$ cat src/rtl/serial_lock_pkg.sv
package serial_lock_pkg;
  typedef enum logic {
    LK_SHUT = 1'b0,
    LK_OPEN = 1'b1
  } lock_state_e;
endpackage

$ cat src/rtl/lock_reset_sync.sv
module lock_reset_sync (
  input  logic clk,
  input  logic arst_n,
  output logic rst_n_o
);
  logic [1:0] chain_q;

  always_ff @(posedge clk or negedge arst_n) begin
    if (!arst_n) chain_q <= 2'b00;
    else         chain_q <= {chain_q[0], 1'b1};
  end

  assign rst_n_o = chain_q[1];
endmodule

$ cat src/rtl/lock_pin_sync.sv
module lock_pin_sync #(
  parameter int STAGES = 2
) (
  input  logic clk,
  input  logic rst_n,
  input  logic sclk_i,
  input  logic sdat_i,
  output logic bit_stb_o,
  output logic bit_val_o
);
  // each stage holds {clock pin, data pin} so both stay aligned
  logic [1:0] stage_q [STAGES];
  logic       sclk_prev_q;

  for (genvar s = 0; s < STAGES; s++) begin : g_stage
    always_ff @(posedge clk or negedge rst_n) begin
      if (!rst_n) stage_q[s] <= 2'b00;
      else if (s == 0) stage_q[s] <= {sclk_i, sdat_i};
      else             stage_q[s] <= stage_q[(s == 0) ? 0 : s - 1];
    end
  end

  always_ff @(posedge clk or negedge rst_n) begin
    if (!rst_n) sclk_prev_q <= 1'b0;
    else        sclk_prev_q <= stage_q[STAGES-1][1];
  end

  assign bit_stb_o = stage_q[STAGES-1][1] & ~sclk_prev_q;
  assign bit_val_o = stage_q[STAGES-1][0];
endmodule

$ cat src/rtl/lock_shift_match.sv
module lock_shift_match #(
  parameter int              PW_LEN   = 16,
  parameter logic [PW_LEN-1:0] PASSWORD = '0
) (
  input  logic              clk,
  input  logic              rst_n,
  input  logic              bit_stb_i,
  input  logic              bit_val_i,
  output logic [PW_LEN-1:0] word_o,
  output logic              match_o
);
  logic [PW_LEN-1:0] word_q, word_d;

  // LSB first: new bits enter at the top and move down
  always_comb begin
    word_d = word_q;
    if (bit_stb_i) word_d = {bit_val_i, word_q[PW_LEN-1:1]};
  end

  always_ff @(posedge clk or negedge rst_n) begin
    if (!rst_n) word_q <= '0;
    else        word_q <= word_d;
  end

  assign word_o  = word_q;
  assign match_o = (word_q == PASSWORD);
endmodule

$ cat src/rtl/lock_chaser.sv
module lock_chaser #(
  parameter int N_LEDS    = 8,
  parameter int STEP_LOG2 = 4
) (
  input  logic              clk,
  input  logic              rst_n,
  input  logic              run_i,
  output logic [N_LEDS-1:0] led_o
);
  localparam int POS_W = (N_LEDS > 1) ? $clog2(N_LEDS) : 1;
  localparam logic [POS_W-1:0] LAST_POS = POS_W'(N_LEDS - 1);

  logic [STEP_LOG2-1:0] div_q, div_d;
  logic [POS_W-1:0]     pos_q, pos_d;
  logic                 step;

  assign step = run_i && (div_q == {STEP_LOG2{1'b1}});

  always_comb begin
    div_d = div_q;
    pos_d = pos_q;
    if (run_i) div_d = div_q + 1'b1;
    if (step)  pos_d = (pos_q == LAST_POS) ? '0 : pos_q + 1'b1;
  end

  always_ff @(posedge clk or negedge rst_n) begin
    if (!rst_n) begin
      div_q <= '0;
      pos_q <= '0;
    end else begin
      div_q <= div_d;
      pos_q <= pos_d;
    end
  end

  for (genvar i = 0; i < N_LEDS; i++) begin : g_led
    assign led_o[i] = run_i && (pos_q == POS_W'(i));
  end
endmodule

$ cat src/rtl/serial_lock.sv
module serial_lock
  import serial_lock_pkg::*;
#(
  parameter int                PW_LEN    = 16,
  parameter logic [PW_LEN-1:0] PASSWORD  = PW_LEN'(64'h9E37_79B9_7F4A_7C15),
  parameter int                N_LEDS    = 8,
  parameter int                STEP_LOG2 = 4
) (
  input  logic              clk,
  input  logic              arst_n,
  input  logic              shift_clk_i,
  input  logic              shift_dat_i,
  output logic [N_LEDS-1:0] led_o
);
  logic              rst_n;
  logic              bit_stb;
  logic              bit_val;
  logic [PW_LEN-1:0] shift_word;
  logic              match;
  lock_state_e       state_q, state_d;
  logic              unlocked;

  lock_reset_sync u_rst (
    .clk     (clk),
    .arst_n  (arst_n),
    .rst_n_o (rst_n)
  );

  lock_pin_sync #(.STAGES(2)) u_pins (
    .clk       (clk),
    .rst_n     (rst_n),
    .sclk_i    (shift_clk_i),
    .sdat_i    (shift_dat_i),
    .bit_stb_o (bit_stb),
    .bit_val_o (bit_val)
  );

  lock_shift_match #(.PW_LEN(PW_LEN), .PASSWORD(PASSWORD)) u_match (
    .clk       (clk),
    .rst_n     (rst_n),
    .bit_stb_i (bit_stb),
    .bit_val_i (bit_val),
    .word_o    (shift_word),
    .match_o   (match)
  );

  always_comb begin
    state_d = state_q;
    if (match) state_d = LK_OPEN;
  end

  always_ff @(posedge clk or negedge rst_n) begin
    if (!rst_n) state_q <= LK_SHUT;
    else        state_q <= state_d;
  end

  assign unlocked = (state_q == LK_OPEN);

  lock_chaser #(.N_LEDS(N_LEDS), .STEP_LOG2(STEP_LOG2)) u_show (
    .clk   (clk),
    .rst_n (rst_n),
    .run_i (unlocked),
    .led_o (led_o)
  );
endmodule

$ cat config.mk
export PLATFORM = sky130hd
export DESIGN_NAME = serial_lock
export DESIGN_NICKNAME = d
export VERILOG_FILES = /design/src/rtl/serial_lock_pkg.sv /design/src/rtl/lock_reset_sync.sv /design/src/rtl/lock_pin_sync.sv /design/src/rtl/lock_shift_match.sv /design/src/rtl/lock_chaser.sv /design/src/rtl/serial_lock.sv
export SDC_FILE = /design/constraint.sdc
export NUM_CORES = 1
export LEC_CHECK = 0
export ABC_CLOCK_PERIOD_IN_PS = 1400
export CAP_MARGIN = 20
export CORE_AREA = 2 2 65 67
export CTS_BUF_LIST = sky130_fd_sc_hd__clkbuf_16
export CTS_CLUSTER_DIAMETER = 100
export DETAILED_ROUTE_END_ITERATION = 8
export DIE_AREA = 0 0 67 69
export GPL_ROUTABILITY_DRIVEN = 0
export GPL_TIMING_DRIVEN = 0
export PLACE_DENSITY = 0.51
export SLEW_MARGIN = 10
export SYNTH_ARGS = -nofsm -noshare
export SYNTH_HDL_FRONTEND = slang
export SYNTH_SLANG_ARGS = --single-unit
$ cat constraint.sdc
create_clock -name clk -period 1.4 [get_ports clk]
set_input_delay 0.14 -clock clk [delete_from_list [all_inputs] [get_ports clk]]
set_output_delay 0.14 -clock clk [all_outputs]
set_load 0.05 [all_outputs]
==> results.yml, run 1 <==
outcome:
  outcome: "finished with violations"
  violations: "negative setup slack"
cts:
  clkLatencyLatePin_ns: 0.27
  clockRootBuffer: "clkbuf_16"
  cts.reportedPaths.clkPinSlew_ns: 0.05
  cts_sinks: 31
  cts_buffers: 5
  clockBufferDepth: 2
  htreeDepth: 2
  cts_tree: "done"
  hold_buffers: 0
critical_path:
  crit_fanout: 4
  reg2reg_depth: 3
  r2r-end: "u_show.pos_q[1]"
  reg2reg_slack_ns: 0.14
  setup.worst_path.class: "reg -> out"
  cp-start-kind: "flip-flop"
  crit_required_ns: 1.26
  critical_path_arrival_ns: 1.32
  worstSetupEndpointType: "output port"
  r2r_start: "u_show.div_q[0]"
floorplanning:
  die_x_um: 67
  ios: 12
  die_h_um: 69
  start_util: 0.347
  num_rows: 23
  core_area_um2: 3910
  die-area_um2: 4620
placed_design:
  dp_hpwl_um: 1400
  io_buffers: 11
  place_inst: 152
logic_synthesis:
  ys_seq_area_frac: 0.571
  syn_inst: 90
  yosys_warnings: 0
  ys_seq_elements: 31
  avgSynthCellArea_um2: 15.1
  synth_area_um2: 1360
  ys_types: 21
  mappedNetlistNets: 101
final_layout:
  diodes: 0
  final_cell_count_no_fill: 171
  mostFrequentLayoutCell: "dfrtp_1"
  fin_nets: 131
  mostFrequentLayoutCells: "dfrtp_1 (28), mux2_4 (16), buf_4 (10)"
  drive_gt1_frac: 0.603
  syn2layout_area_growth_pct: 39.7
  final_core_util: 0.485
sta:
  clock_skew_ns: 0.00492
  slew_viol_final: 0
  finalCritPeriodShare: 1.05
  tightest_slew_ns: 0.712
  finalHoldViolations: 0
  min_period_ns: 1.46
  setup_ws_ns: -0.0635
  fmax_mhz: 683
  setup_viol: 7
  maxSlewHeadroom: 0.526
  rsz0062_at_grt: "true"
power:
  p_leak_nw: 0.905
  power_density_nw_per_um2: 1390
  peakVddDrop_uv: 769
  power.total_mw: 2.65
routing:
  dr_total_vias: 759
  routed_wirelength_um: 2190
  first_iter_violations: 10
  wl_per_cell_um: 12.8
  drc: 0
  dr.pass1.iters: 4
  via_per_inst: 4.44
  ant_nets: 0
global_route:
  antenna_found_initial: 0
  grt_max_degree: 18
  grt_util_met3: 0.0522
  grt_util_met2: 0.166
  grtUsageTotal: 0.119
  grt_pass1_vias: 816
  grt-busiest-layer: "met2"
  grt_pass1_wl_um: 4020
  grt_overflow: 0
  grtUsageMet1: 0.151
hold_path:
  hp-class: "in -> async"
run:
  drv_cap: 0
==> state kept, by name (all words and copies together), names as in the netlist <==
| signal | cells |
|---|---|
| u_pins.bit_val_o | 1 |
| u_show.pos_q | 3 |
| state_q | 1 |
| u_pins.stage_q | 3 |
| u_show.div_q | 4 |
| u_pins.sclk_prev_q | 1 |
| u_match.word_o | 16 |
| u_rst.chain_q | 2 |
==> layout make-up <==
class | count | area [um^2]
Sequential cell | 31 | 779
Timing Repair Buffer | 23 | 229
Inverter | 3 | 15.0
Clock buffer | 5 | 125
Fill cell | 350 | 2020
Clock inverter | 3 | 12.5
Multi-Input combinational cell | 53 | 647
Tap cell | 50 | 62.6
Buffer | 3 | 27.5
==> worst max-delay path by stage <==
stage | to | cells after the start | startpoint | slack [ns]
2_1_floorplan | led_o[2] | 4 | u_show.pos_q[0] | -0.06
3_3_place_gp | led_o[7] | 4 | u_show.pos_q[0] | -0.41
3_5_place_dp | led_o[7] | 4 | u_show.pos_q[0] | -0.42
4_1_cts | led_o[7] | 4 | u_show.pos_q[1] | -0.07
5_1_grt | led_o[0] | 5 | u_show.pos_q[0] | -0.11
6_report | led_o[7] | 4 | u_show.pos_q[1] | -0.06
==> cell usage after synthesis <==
| cell | number | area [um^2] |
|---|---|---|
| dfrtp_1 | 31 | 776 |
| mux2_4 | 16 | 240 |
| ha_1 | 7 | 87.6 |
| nor2_1 | 7 | 26.3 |
| nand2_1 | 4 | 15.0 |
| inv_1 | 3 | 11.3 |
| mux2_2 | 3 | 33.8 |
| and2_1 | 2 | 12.5 |
| buf_6 | 2 | 22.5 |
| nand4_1 | 2 | 12.5 |
| nor4bb_1 | 2 | 20.0 |
| xnor2_1 | 2 | 17.5 |
| a41o_1 | 1 | 10.0 |
| and4b_1 | 1 | 10.0 |
| buf_2 | 1 | 5.00 |
| conb_1 | 1 | 3.75 |
| mux2i_1 | 1 | 10.0 |
| nand2b_4 | 1 | 13.8 |
| nor2b_4 | 1 | 13.8 |
| nor4b_1 | 1 | 8.76 |
| xor2_1 | 1 | 8.76 |
==> what timing repair did <==
item,4_1_cts,5_1_grt
endpoints found under the setup margin,8,8
gates resized for setup,66,20
setup buffers,3,8
pin swaps,3,4
==> power by group <==
| group | internal [mW] | total (mW) | leakage (nW) | switching, mW |
|---|---|---|---|---|
| combinational | 0.306 | 0.385 | 0.441 | 0.0789 |
| clock | 0.639 | 0.991 | 0.0762 | 0.352 |
| sequential | 1.10 | 1.27 | 0.388 | 0.171 |
| total | 2.05 | 2.65 | 0.905 | 0.602 |
==> kinds of logic after synthesis <==
logic type | Yosys count | synth area share
flip-flops | 31 | 0.571
AND/OR/NAND/NOR | 21 | 0.0976
multiplexers | 20 | 0.209
adder cells (fa/ha/maj) | 7 | 0.0645
buffers and inverters | 6 | 0.0285
XOR/XNOR | 3 | 0.0193
other | 1 | 0.00276
AO/OA/AOI/OAI | 1 | 0.00737
==> per-stage QoR <==
| stage | area (um^2) | TNS (ns) | hold slack, ns | worst slack [ns] |
|---|---|---|---|---|
| after CTS | 1770 | -0.470 | 0.0233 | -0.0743 |
| after floorplan | 1360 | -0.232 | -0.156 | -0.0611 |
| after global placement | 1540 | -2.75 | 0.308 | -0.410 |
| after global routing | 1900 | -0.696 | 0.0274 | -0.110 |
| final | 1900 | -0.262 | 0.0244 | -0.0635 |
| after detailed placement | 1550 | -2.89 | 0.315 | -0.423 |
==> metal layers <==
layer | vias to the layer above | share of wire
met5 | - | 0
met4 | 0 | 0.017
met3 | 4 | 0.062
met2 | 19 | 0.46
met1 | 372 | 0.46
li1 | 364 | -
==> critical path: stages (launching register included) <==
cell and delay [ns]:
dfrtp_2 0.43, ha_4 0.19, ha_4 0.16, and2_4 0.13, buf_8 0.14
(Power assumes the default switching activity.)
==> run 2, diff against run 1 <==
--- a/config.mk
+++ b/config.mk
@@ -5,15 +5,13 @@
 export SDC_FILE = /design/constraint.sdc
 export NUM_CORES = 1
 export LEC_CHECK = 0
-export ABC_CLOCK_PERIOD_IN_PS = 1400
+export ABC_CLOCK_PERIOD_IN_PS = 1860
 export CAP_MARGIN = 20
 export CORE_AREA = 2 2 65 67
-export CTS_BUF_LIST = sky130_fd_sc_hd__clkbuf_16
 export CTS_CLUSTER_DIAMETER = 100
 export DETAILED_ROUTE_END_ITERATION = 8
 export DIE_AREA = 0 0 67 69
 export GPL_ROUTABILITY_DRIVEN = 0
-export GPL_TIMING_DRIVEN = 0
 export PLACE_DENSITY = 0.51
 export SLEW_MARGIN = 10
 export SYNTH_ARGS = -nofsm -noshare
==> constraint.sdc (replaced) <==
create_clock -name clk -period 1.86 [get_ports clk]
set_input_delay 0.186 -clock clk [delete_from_list [all_inputs] [get_ports clk]]
set_output_delay 0.186 -clock clk [all_outputs]
set_load 0.05 [all_outputs]
==> results.yml, run 2 (synthesized netlist as in run 1, its figures left out) <==
outcome:
  outcome: "completed"
sta:
  finalCritPeriodShare: 0.871
  rsz0062_at_grt: "false"
  setup_ws_ns: 0.241
  slew_viol_final: 0
  min_period_ns: 1.62
  finalHoldViolations: 0
  tns_ns: 0
  fmax_mhz: 618
  setup_viol: 0
  clock_skew_ns: 0.00630
cts:
  cts_tree: "done"
  hold_buffers: 0
  htreeDepth: 2
  clkLatencyLatePin_ns: 0.28
  clockBufferDepth: 2
  cts_repair_resize_count: 0
  cts_sinks: 31
  post_cts_buffers: 0
  clockRootBuffer: "clkbuf_8"
  cts.reportedPaths.clkPinSlew_ns: 0.06
  cts_buffers: 5
routing:
  wl_per_cell_um: 12.6
  dr_total_vias: 698
  first_iter_violations: 5
  dr.pass1.iters: 4
  via_per_inst: 4.45
  drc: 0
  routed_wirelength_um: 1980
  ant_nets: 0
final_layout:
  fillers: 388
  final_cell_count_no_fill: 157
  fin_nets: 117
  drive_gt1_frac: 0.336
  syn2layout_area_growth_pct: 19.4
  final_core_util: 0.415
  mostFrequentLayoutCell: "dfrtp_1"
  diodes: 0
  largest_reg_flops: 16
  mostFrequentLayoutCells: "dfrtp_1 (31), mux2_4 (16), nor2_1 (7), ha_1 (7)"
floorplanning:
  die_h_um: 69
  ios: 12
  core_area_um2: 3910
  die-area_um2: 4620
  start_util: 0.347
  num_rows: 23
  die_x_um: 67
power:
  power.total_mw: 1.73
  power_frac_comb: 0.166
  peakVddDrop_uv: 496
  power.share.sequential: 0.549
  power.internal_mw: 1.31
  p_leak_nw: 0.802
  pwr-share-clk: 0.285
  power_density_nw_per_um2: 1060
  swShare: 0.240
  power.switching_uw: 415
run:
  drv_cap: 0
global_route:
  grt_max_degree: 23
  grt_overflow: 0
  antenna_found_initial: 0
  grt_pass1_vias: 758
  grt_pass1_wl_um: 3590
  grtUsageTotal: 0.107
placed_design:
  place_inst: 149
  pre_cts_slack_ns: 0.530
  dp_hpwl_um: 1390
  io_buffers: 11
critical_path:
  critical_path_arrival_ns: 1.43
  critPathLaunch: "u_show.pos_q[0]"
  crit_fanout: 5
  reg2reg_slack_ns: 0.60
  worstSetupEndpointType: "output port"
  reg2reg_depth: 3
  setup.worst_path.class: "reg -> out"
  r2r_start: "u_show.div_q[0]"
  cp-start-kind: "flip-flop"
  r2r-end: "u_show.pos_q[0]"
  crit_required_ns: 1.67
  crit_end: "led_o[7]"
hold_path:
  hp-class: "in -> async"
run 2: cell types whose count changed in the layout (fill, tap and decap cells not counted), sizes merged:
cell | before | now
buf | 23 | 9
clkbuf | 5 | 7
clkinvlp | 1 | 0
inv | 4 | 3
run 2: cell type report:
class                      count  area (um^2)  area share
clock buffer                   7         76.3      0.0470
clock inverter                 1         5.00     0.00308
inverter                       3         11.3     0.00694
multi-input combinational     53          544       0.335
sequential                    31          776       0.478
tap                           50         62.6      0.0386
timing repair buffer          12          148      0.0910
run 2: per-stage QoR:
step                      area, um^2  hold WS, ns
after floorplan                 1360       -0.110
after detailed placement        1540        0.138
after CTS                       1620       0.0679
after global placement          1540        0.135
final                           1620       0.0719
after global routing            1620       0.0708
run 2: critical path, stage by stage, from the launching register on:
cell	delay (ns)
dfrtp_1	0.42
ha_1	0.23
ha_1	0.19
and2_1	0.13
buf_4	0.18
run 2: worst min-delay path by stage:
| stage | endpoint | slack [ns] | cells after the start |
|---|---|---|---|
| 3_3_place_gp | u_show.div_q[1] | 0.13 | 0 |
| 3_5_place_dp | u_show.div_q[1] | 0.14 | 0 |
| 4_1_cts | u_rst.chain_q[0] | 0.07 | 1 |
| 6_report | u_rst.chain_q[0] | 0.07 | 1 |
| 5_1_grt | u_rst.chain_q[0] | 0.07 | 1 |
| 2_1_floorplan | u_rst.chain_q[0] | -0.11 | 0 |
run 2: power groups by stage:
stage               sequential, mW  combinational [mW]  clock (mW)
detailed placement           0.959               0.289           0
CTS                          0.951               0.290       0.517
global placement             0.953               0.282           0
finish                       0.949               0.287       0.493
floorplan                    0.926               0.257           0
global route                 0.975               0.307       0.540
run 2: routing by layer:
| layer | routed length (um) | part of all wire | vias to the layer above | track usage |
|---|---|---|---|---|
| li1 | - | - | 334 | - |
| met1 | 982 | 0.50 | 339 | 0.141 |
| met2 | 833 | 0.42 | 18 | 0.138 |
| met3 | 117 | 0.059 | 7 | 0.0555 |
| met4 | 46 | 0.023 | 0 | 0.0612 |
| met5 | 0 | 0 | - | 0 |
==> run 3, diff against run 2 <==
--- a/config.mk
+++ b/config.mk
@@ -5,6 +5,7 @@
 export SDC_FILE = /design/constraint.sdc
 export NUM_CORES = 1
 export LEC_CHECK = 0
+export ABC_AREA = 1
 export ABC_CLOCK_PERIOD_IN_PS = 1860
 export CAP_MARGIN = 20
 export CORE_AREA = 2 2 65 67
==> results.yml, run 3 <==
routing:
  dr_total_vias: 887
  drc: 0
  wl_per_cell_um: 10.1
  via_per_inst: 4.26
  dr.pass1.iters: 4
  routed_wirelength_um: 2110
  first_iter_violations: 19
  ant_nets: 0
critical_path:
  cp-start-kind: "flip-flop"
  slowest_delay_ns: 0.42
  worstSetupEndpointType: "output port"
  crit_family: "adder cells"
  cp_common_cell: "ha_1"
  timing.critical_path.buf_inv: 2
  cp_cell_sequence: "ha_1 > ha_1 > nand2_1 > inv_1 > buf_12"
  crit_fanout: 5
  crit_required_ns: 1.67
  critical_path_arrival_ns: 1.41
  r2r_start: "u_show.pos_q[0]"
  reg2reg_slack_ns: 0.51
  cp_slowest_cell: "dfrtp_1"
  reg2reg_depth: 4
  r2r-end: "u_show.pos_q[0]"
  setup.worst_path.class: "reg -> out"
global_route:
  grtUsageMet1: 0.130
  grt_util_met2: 0.173
  grtUsageTotal: 0.113
  grt_pass1_wl_um: 3880
  grt_max_degree: 33
  grt_pass1_vias: 871
  grt-busiest-layer: "met2"
  grt_overflow: 0
  grt_util_met3: 0.0555
  antenna_found_initial: 0
floorplanning:
  num_rows: 23
  start_util: 0.353
  die_x_um: 67
  die_h_um: 69
  die-area_um2: 4620
  core_area_um2: 3910
  ios: 12
power:
  p_leak_nw: 0.882
  power_density_nw_per_um2: 956
  peakVddDrop_uv: 479
logic_synthesis:
  synth_area_leaders: "dfrtp_1 (56%), nand2_1 (7.6%), inv_1 (6.5%)"
  synth_edf_count: 0
  synth_area_um2: 1380
  yosys_warnings: 0
  synthTopCellsByCount: "dfrtp_1 (31), nand2_1 (28), inv_1 (24), nor2_1 (21), o21ai_2 (8)"
  ys_types: 18
  ys_seq_area_frac: 0.561
  synthMostInstantiatedCell: "dfrtp_1"
  ys_seq_elements: 31
  syn_inst: 142
  ys_async_sr_fraction: 1.00
  synth_top_area_cell: "dfrtp_1"
  synth_top_area_frac: 0.561
  mappedNetlistNets: 153
  avgSynthCellArea_um2: 9.74
  synthFlopType: "dfrtp_1"
final_layout:
  final_core_util: 0.436
  drive_gt1_frac: 0.184
  final_cell_count_no_fill: 208
  mostFrequentLayoutCells: "dfrtp_1 (31), nand2_1 (28), inv_1 (24)"
  fillers: 388
  fin_nets: 168
  diodes: 0
  final_area_um2: 1710
  syn2layout_area_growth_pct: 23.4
  largest_reg_flops: 16
  mostFrequentLayoutCell: "dfrtp_1"
sta:
  finalCritPeriodShare: 0.859
  min_period_ns: 1.60
  hold_slack_ns: 0.0567
  finalHoldViolations: 0
  rsz0062_at_grt: "false"
  tns_ns: 0
  clock_skew_ns: 0.00945
  setup_viol: 0
  fmax_mhz: 626
  slew_viol_final: 0
cts:
  clockRootBuffer: "clkbuf_8"
  cts_repair_resize_count: 0
  cts_buffers: 5
  cts_tree: "done"
  hold_buffers: 0
  clkLatencyLatePin_ns: 0.29
  cts.reportedPaths.clkPinSlew_ns: 0.07
  clockBufferDepth: 2
  htreeDepth: 2
  post_cts_buffers: 0
  cts_sinks: 31
placed_design:
  place_area_um2: 1590
  place_inst: 200
  dp_hpwl_um: 1530
  io_buffers: 11
outcome:
  outcome: "completed"
hold_path:
  hp-class: "in -> async"
run:
  drv_cap: 0
## run 3: cell type report
class	instances	area, um^2	area share
repair buffers	12	185	0.109
well taps	50	62.6	0.0367
flip-flops and latches	31	776	0.455
multi-input cells	83	475	0.279
inverters	24	90.1	0.0528
clock buffers	6	82.6	0.0484
clock inverters	2	35.0	0.0205
## run 3: worst max path at each step
stage	from	end	slack [ns]	depth (start not counted)
after floorplan	u_show.pos_q[0]	led_o[2]	0.36	4
after global placement	u_show.pos_q[0]	u_show.pos_q[0]	0.59	4
after detailed placement	u_show.pos_q[0]	u_show.pos_q[0]	0.53	4
after CTS	u_show.pos_q[0]	led_o[3]	0.24	5
after global routing	u_show.pos_q[0]	led_o[3]	0.16	5
final	u_show.pos_q[0]	led_o[7]	0.26	5
## run 3: cells by family (layout without fill, tap and decap cells)
family / Yosys count / after routing / share of synthesized area
flip-flops: 31 / 31 / 0.561
AO/OA/AOI/OAI: 19 / 19 / 0.0932
adder cells (fa/ha/maj): 7 / 7 / 0.0633
AND/OR/NAND/NOR: 53 / 53 / 0.166
XOR/XNOR: 3 / 3 / 0.0190
other: 1 / 1 / 0.00271
buffers and inverters: 28 / 44 / 0.0950
## run 3: metrics by stage
step	total power [mW]	setup WS, ns
6_report	1.63	0.263
5_1_grt	1.74	0.155
4_1_cts	1.66	0.240
3_5_place_dp	0.968	0.526
3_3_place_gp	0.958	0.588
2_1_floorplan	0.931	0.365
## run 3: layer usage
layer	routed length, um	vias to the layer above	part of all wire
li1	-	455	-
met1	895	413	0.42
met2	1070	16	0.51
met3	119	3	0.056
met4	21	0	0.010
met5	0	-	0
## run 3: where the power goes
group / switching, mW / leakage (nW) / internal (mW)
logic: 0.0950 / 0.439 / 0.0615
registers: 0.0448 / 0.382 / 0.749
clock network: 0.249 / 0.0612 / 0.433
total: 0.389 / 0.882 / 1.24
